--- config.mk ---
export PLATFORM = sky130hd
export DESIGN_NAME = bscan_chain
export DESIGN_NICKNAME = d
export VERILOG_FILES = /design/src/rtl/bscan_pkg.sv /design/src/rtl/bscan_ctrl.sv /design/src/rtl/bscan_cell.sv /design/src/rtl/bscan_chain.sv
export SDC_FILE = /design/constraint.sdc
export NUM_CORES = 1
export LEC_CHECK = 0
export CAP_MARGIN = 10
export CELL_PAD_IN_SITES_DETAIL_PLACEMENT = 1
export CELL_PAD_IN_SITES_GLOBAL_PLACEMENT = 1
export CORE_MARGIN = 1.5
export CORE_UTILIZATION = 31
export DETAILED_ROUTE_END_ITERATION = 10
export HOLD_SLACK_MARGIN = 0.12
export PLACE_DENSITY_LB_ADDON = 0.1
export SYNTH_ARGS = -nofsm -noshare
export SYNTH_HDL_FRONTEND = slang
export SYNTH_SLANG_ARGS = --single-unit
--- constraint.sdc ---
create_clock -name tck_i -period 1.2 [get_ports tck_i]
set_clock_uncertainty 0.15 [all_clocks]
set_input_delay 0.3 -clock tck_i [delete_from_list [all_inputs] [get_ports tck_i]]
set_output_delay 0.3 -clock tck_i [all_outputs]
set_load 0.01 [all_outputs]
--- src/rtl/bscan_pkg.sv ---
package bscan_pkg;
  typedef enum logic [1:0] {OP_HOLD, OP_CAPTURE, OP_SHIFT} cell_op_e;
  typedef enum logic {CELL_IN, CELL_OUT} cell_kind_e;
endpackage

--- src/rtl/bscan_ctrl.sv ---
module bscan_ctrl
  import bscan_pkg::*;
(
  input  logic     tck_i,
  input  logic     rst_ni,
  input  logic     chain_sel_i,
  input  logic     capture_dr_i,
  input  logic     shift_dr_i,
  input  logic     update_dr_i,
  output cell_op_e op_o,
  output logic     upd_en_o
);
  always_comb begin
    op_o = OP_HOLD;
    if (chain_sel_i && capture_dr_i)    op_o = OP_CAPTURE;
    else if (chain_sel_i && shift_dr_i) op_o = OP_SHIFT;
  end

  assign upd_en_o = chain_sel_i && update_dr_i;

  // the TAP drives at most one of the three state strobes
  a_r7_strobes_exclusive: assert property (@(posedge tck_i) disable iff (!rst_ni)
    $onehot0({capture_dr_i, shift_dr_i, update_dr_i}));
endmodule

--- src/rtl/bscan_cell.sv ---
module bscan_cell
  import bscan_pkg::*;
#(
  parameter cell_kind_e KIND = CELL_IN
) (
  input  logic     tck_i,
  input  logic     rst_ni,
  input  cell_op_e op_i,
  input  logic     upd_en_i,
  input  logic     test_mode_i,
  input  logic     si_i,
  input  logic     func_i,
  output logic     so_o,
  output logic     data_o
);
  logic cap_q, cap_d, par_q, capt_val;

  generate
    if (KIND == CELL_IN) begin : g_in
      // inverted sample of the driven value in test mode
      assign capt_val = test_mode_i ? ~par_q : func_i;
    end else begin : g_out
      assign capt_val = func_i;
    end
  endgenerate

  always_comb begin
    unique case (op_i)
      OP_CAPTURE: cap_d = capt_val;
      OP_SHIFT:   cap_d = si_i;
      default:    cap_d = cap_q;
    endcase
  end

  always_ff @(posedge tck_i or negedge rst_ni) begin
    if (!rst_ni) cap_q <= 1'b0;
    else         cap_q <= cap_d;
  end

  always_ff @(negedge tck_i or negedge rst_ni) begin
    if (!rst_ni)       par_q <= 1'b0;
    else if (upd_en_i) par_q <= cap_q;
  end

  assign so_o   = cap_q;
  assign data_o = test_mode_i ? par_q : func_i;

  generate
    if (KIND == CELL_IN) begin : g_in_chk
      a_r4_inverted_capture: assert property (@(posedge tck_i) disable iff (!rst_ni)
        (op_i == OP_CAPTURE && test_mode_i) |=> (so_o == ~$past(data_o)));
      a_r6_true_pin_capture: assert property (@(posedge tck_i) disable iff (!rst_ni)
        (op_i == OP_CAPTURE && !test_mode_i) |=> (so_o == $past(func_i)));
    end else begin : g_out_chk
      a_r5_true_core_capture: assert property (@(posedge tck_i) disable iff (!rst_ni)
        (op_i == OP_CAPTURE) |=> (so_o == $past(func_i)));
    end
  endgenerate

  a_r7_shift_one_stage: assert property (@(posedge tck_i) disable iff (!rst_ni)
    (op_i == OP_SHIFT) |=> (so_o == $past(si_i)));
  a_r9_hold_stage: assert property (@(posedge tck_i) disable iff (!rst_ni)
    (op_i == OP_HOLD) |=> $stable(so_o));
  a_r8_update_copy: assert property (@(negedge tck_i) disable iff (!rst_ni)
    upd_en_i |=> (par_q == $past(so_o)));
  a_r8_latch_hold: assert property (@(negedge tck_i) disable iff (!rst_ni)
    !upd_en_i |=> $stable(par_q));
endmodule

--- src/rtl/bscan_chain.sv ---
module bscan_chain
  import bscan_pkg::*;
#(
  parameter int N_IN  = 4,
  parameter int N_OUT = 3
) (
  input  logic             tck_i,
  input  logic             rst_ni,
  input  logic             chain_sel_i,
  input  logic             capture_dr_i,
  input  logic             shift_dr_i,
  input  logic             update_dr_i,
  input  logic             test_mode_i,
  input  logic             tdi_i,
  output logic             tdo_o,
  input  logic [N_IN-1:0]  pin_in_i,
  output logic [N_IN-1:0]  core_in_o,
  input  logic [N_OUT-1:0] core_out_i,
  output logic [N_OUT-1:0] pin_out_o
);
  localparam int LEN = N_IN + N_OUT;

  cell_op_e       op;
  logic           upd_en;
  logic [LEN:0]   ser;

  bscan_ctrl i_ctrl (
    .tck_i        (tck_i),
    .rst_ni       (rst_ni),
    .chain_sel_i  (chain_sel_i),
    .capture_dr_i (capture_dr_i),
    .shift_dr_i   (shift_dr_i),
    .update_dr_i  (update_dr_i),
    .op_o         (op),
    .upd_en_o     (upd_en)
  );

  assign ser[0] = tdi_i;

  // input cells nearest tdi
  for (genvar k = 0; k < N_IN; k++) begin : g_in_cell
    bscan_cell #(.KIND(CELL_IN)) i_cell (
      .tck_i       (tck_i),
      .rst_ni      (rst_ni),
      .op_i        (op),
      .upd_en_i    (upd_en),
      .test_mode_i (test_mode_i),
      .si_i        (ser[k]),
      .func_i      (pin_in_i[k]),
      .so_o        (ser[k+1]),
      .data_o      (core_in_o[k])
    );
  end

  for (genvar j = 0; j < N_OUT; j++) begin : g_out_cell
    bscan_cell #(.KIND(CELL_OUT)) i_cell (
      .tck_i       (tck_i),
      .rst_ni      (rst_ni),
      .op_i        (op),
      .upd_en_i    (upd_en),
      .test_mode_i (test_mode_i),
      .si_i        (ser[N_IN+j]),
      .func_i      (core_out_i[j]),
      .so_o        (ser[N_IN+j+1]),
      .data_o      (pin_out_o[j])
    );
  end

  assign tdo_o = ser[LEN];

  a_r9_tdo_quiet_deselected: assert property (@(posedge tck_i) disable iff (!rst_ni)
    !chain_sel_i |=> $stable(tdo_o));
  a_r8_outputs_stable_in_shift: assert property (@(posedge tck_i) disable iff (!rst_ni)
    (shift_dr_i && test_mode_i && $past(test_mode_i) && $past(shift_dr_i))
      |-> ($stable(core_in_o) && $stable(pin_out_o)));
endmodule

# Yosys cells after proc, flatten, opt, wreduce, memory -nomap -nowiden
# Index checks and enable logic that the tools add are counted.
# Widths: inputs -> output; s select.
# word_totals
inputBits	15
ff_bits	14
# op_classes
n_mux	20
eq_ne	2
n_bitwise	4
n_reduce_logical	4
# op_table
cell	n
$pmux 1 s2	7
$mux 1	11
$mux 2	2
$not 1->1	4
$logic_and 1x1->1	3
$eq 2x1->1 const B	1
$eq 2x2->1 const B	1
$reduce_bool 2->1	1

# Longest topological paths before layout
# Gate-level depths: netlist of the first run.
# depth
word_depth	5
mapped_depth	5

# Modules after synthesis
# From an unflattened synthesis of the first run, not the netlist that was laid out.
# unflattened
cells_unflattened	74
area_unflattened_um2	857.1
# modules_own_cells
mod	area_per_inst_um2	seq_area_each_um2	instances	cells_each
bscan_cell at g_in_cell[0].i_cell ...	125.1	50.0	4	11
bscan_cell at g_out_cell[0].i_cell ...	111.4	50.0	3	9
bscan_ctrl	22.5	0.0	1	3

==> load_flow_metrics.sql, run 1 <==
INSERT INTO impl_metrics (metric_group, metric, value, unit) VALUES
('status', 'outcome', 'complete, but fails checks', ''),
('status', 'failing_checks', 'setup timing', ''),
('global_route', 'globalRouteTotalUtil', '16.90', '%'),
('route', 'drt-vias-per-instance', '4.778', ''),
('setup_path', 'regToRegEndpoint', 'g_in_cell[2].i_cell.so_o', ''),
('synth', 'synth.yosys.warnings', '0', ''),
('floorplanning', 'die_span_in_y', '53.39', 'um'),
('timing', 'final-setup-viol-count', '19', ''),
('setup_path', 'crit_chain', 'nand2_2, o21ai_2, buf_2', ''),
('route', 'drt_first_iter_violations', '14', ''),
('floorplanning', 'boundaryPins', '23', ''),
('cells_and_area', 'most-common-layout-cells', 'buf_4 (31), buf_6 (8)', ''),
('route', 'postRouteAntennaNets', '0', ''),
('setup_path', 'critical_path_class', 'flop to primary output', ''),
('job', 'maxCapViolations', '0', ''),
('cells_and_area', 'finalNonFillerCells', '153', ''),
('clock_network', 'clock-root-buffer', 'clkbuf_4', ''),
('global_route', 'number_of_antenna_violations_at_the_first_check_in_global_routing', '0', ''),
('clock_network', 'clk_pin_slew', '0.09', 'ns'),
('global_route', 'grt_max_degree', '14', ''),
('global_route', 'grt_pass1_wl', '3374', 'um'),
('synth', 'synth.cell_area', '787.0', 'um2'),
('clock_network', 'clockBufferDepth', '2', ''),
('cells_and_area', 'final_util', '54.37', '%'),
('clock_network', 'cts_inserted_buffers', '3', ''),
('synth', 'synth-seq-cells', '14', ''),
('cells_and_area', 'final_common_cell', 'buf_4', ''),
('setup_path', 'setup.reg_to_reg.worst_slack', '-0.59', 'ns'),
('pwr', 'vdd_drop_max', '0.0006453', 'V'),
('route', 'wire_per_inst', '14.68', 'um'),
('floorplanning', 'coreArea', '2432', 'um2'),
('global_route', 'grt_overflow', '0', ''),
('clock_network', 'numClockSinks', '14', ''),
('setup_path', 'critPathArrivalTime', '1.63', 'ns'),
('clock_network', 'cts_tree', 'built', ''),
('cells_and_area', 'n_antenna_cell', '0', ''),
('placement', 'place.detailed.instances', '136', ''),
('cells_and_area', 'layout_area_growth_over_synthesis', '68.04', '%'),
('setup_path', 'worst_setup_path_end_kind', 'primary output', ''),
('setup_path', 'critical_path.max_stage_delay', '0.45', 'ns'),
('placement', 'port_buffers', '22', ''),
('cells_and_area', 'fin_nets', '139', ''),
('setup_path', 'cp_data_required_time', '0.75', 'ns'),
('route', 'route.vias.total', '731', ''),
('setup_path', 'worstPathMaxFanout', '2', ''),
('timing', 'fin_ws', '-0.8828', 'ns'),
('floorplanning', 'die_area', '2850', 'um2'),
('cells_and_area', 'ratio_of_cells_with_drive_above_1_in_the_final_layout', '59.35', '%'),
('timing', 'total_negative_setup_slack', '-10.35', 'ns'),
('synth', 'synth_sequential_area_ratio', '44.52', '%'),
('timing', 'timing.final.hold_violations', '0', ''),
('global_route', 'vias_in_the_first_global_route', '721', ''),
('floorplanning', 'fp.dieW', '53.39', 'um'),
('synth', 'syn_avg_cell_area', '11.08', 'um2'),
('setup_path', 'critical_path.startpoint_type', 'flop', ''),
('timing', 'hold_ws', '0.1855', 'ns'),
('pwr', 'power.density', '1187', 'nW/um2'),
('timing', 'unrepaired_setup_endpoints_after_global_routing', 'true', ''),
('floorplanning', 'rows', '18', ''),
('clock_network', 'htreeDepth', '1', ''),
('synth', 'synth_cells', '71', ''),
('setup_path', 'timing.reg2reg.worst_path_depth', '5', ''),
('setup_path', 'worst_path_max_delay_cell', 'dfrtn_1', ''),
('floorplanning', 'initial_utilization', '32.36', '%'),
('timing', 'max_slew.worst_pin.slew', '0.2772', 'ns'),
('route', 'drt-pass1-iter-count', '4', ''),
('placement', 'gpl.final_weighted_congestion', '0.6934', ''),
('route', 'drt_drc_violations_left', '0', ''),
('clock_network', 'clk-insertion-delay-late', '0.27', 'ns'),
('placement', 'place_worst_setup_slack', '-1.031', 'ns'),
('timing', 'slew_headroom', '81.52', '%'),
('placement', 'hpwlAfterDp', '1468', 'um'),
('route', 'route.final.wire_length', '2246', 'um'),
('timing', 'number_of_pins_with_negative_max_slew_slack_in_the_final_report', '0', ''),
('synth', 'synth.distinct_cells', '21', ''),
('min_path', 'hold_path_class', 'input pin to async pin', ''),
('setup_path', 'reg2reg_from', 'g_in_cell[2].i_cell.par_q', ''),
('synth', 'synth_fp_nets', '86', ''),
('pwr', 'leakage', '0.6571', 'nW');
==> cells in the mapped netlist <==
cell type  instances  area share [%]
dfrtn_1            7              22
nand2_2            1            0.80
nand2_1            9             4.3
a22o_1             6             6.7
dfrtp_1            7              22
buf_6              2             2.9
o21ai_1            1            0.64
o221a_2            1             1.4
o2111ai_1          3             3.3
nand2b_1           1            0.80
mux2i_1            1             1.3
a32oi_1            2             2.2
mux2_2            10              14
o21ai_0            3             1.9
inv_1              4             1.9
nor2b_4            1             1.7
o221a_1            1             1.4
buf_4              7             6.7
o21a_1             1            0.95
nand3b_1           1            0.95
buf_2              2             1.3
==> report_power, final <==
part | switching [W] | internal (W) | total, W
Sequential | 0.0000644 | 0.000574 | 0.000639
Combinational | 0.000234 | 0.000418 | 0.000652
Clock | 0.000150 | 0.000129 | 0.000279
==> worst max path at each step <==
stage,slack (ns),to,start
floorplan,-0.53,pin_out_o[0],g_out_cell[0].i_cell.par_q
CTS,-0.88,core_in_o[2],g_in_cell[2].i_cell.par_q
global route,-0.93,core_in_o[2],g_in_cell[2].i_cell.par_q
global placement,-1.02,g_in_cell[2].i_cell.par_q,update_dr_i
finish,-0.88,core_in_o[2],g_in_cell[2].i_cell.par_q
detailed placement,-1.03,g_out_cell[2].i_cell.par_q,chain_sel_i
==> cells by family after synthesis <==
family	after synthesis	share of synthesized area [%]
compound gates	18	18.60
buf+inv	15	12.72
flops	14	44.52
mux	11	15.58
simple gates	13	8.586
==> final cells by class <==
cell class	count	area, um2
multi-input combinational	42	409.1
clock buffer	4	26.28
tap	30	37.54
inverter	4	15.01
sequential	14	350.3
timing repair buffer	59	484.2
fill	278	1110
==> timing repair <==
action / 4_1_cts / 5_1_grt
gates cloned: 1 / 0
setup endpoints to repair: 22 / 20
gates resized for setup: 57 / 8
setup buffers: 12 / 4
hold buffers: 0 / 0
endpoints found under the hold margin: 0 / 0
pin swaps: 6 / 5
==> per-layer routing <==
metal	GRT usage, %	part of all wire [%]	up-vias
met5	0	0	-
met4	3.846	0.62	0
met3	3.390	4.1	2
met2	29.63	52	19
met1	21.05	44	355
li1	-	-	355
==> stage by stage <==
step,cell area [um2],total power [W]
final,1323,0.001569
after detailed placement,1192,0.001190
after CTS,1290,0.001522
after global placement,1192,0.001169
after global routing,1323,0.001667
after floorplan,842.1,0.0009427
==> worst max-delay path: cells and delay by family (launching register included) <==
kind                   cells  cell delay (ns)
flip-flops                 1             0.45
buffers and inverters      1             0.15
AND/OR/NAND/NOR            1             0.09
AO/OA/AOI/OAI              1             0.06
==> sequential cells by signal, summed over array words and instances, names as in the netlist <==
register and flops:
g_in_cell.i_cell.so_o 4, g_in_cell.i_cell.par_q 4, g_out_cell.i_cell.par_q 3, g_out_cell.i_cell.so_o 3
Note: power is estimated with default switching activity, not from simulation.
==> run 2, diff against run 1 <==
--- a/config.mk
+++ b/config.mk
@@ -11,7 +11,7 @@
 export CORE_MARGIN = 1.5
 export CORE_UTILIZATION = 31
 export DETAILED_ROUTE_END_ITERATION = 10
-export HOLD_SLACK_MARGIN = 0.12
+export HOLD_SLACK_MARGIN = 0.06
 export PLACE_DENSITY_LB_ADDON = 0.1
 export SYNTH_ARGS = -nofsm -noshare
 export SYNTH_HDL_FRONTEND = slang
==> results of run 2 <==
Final layout, timing and power as in run 1 (identical DEF).
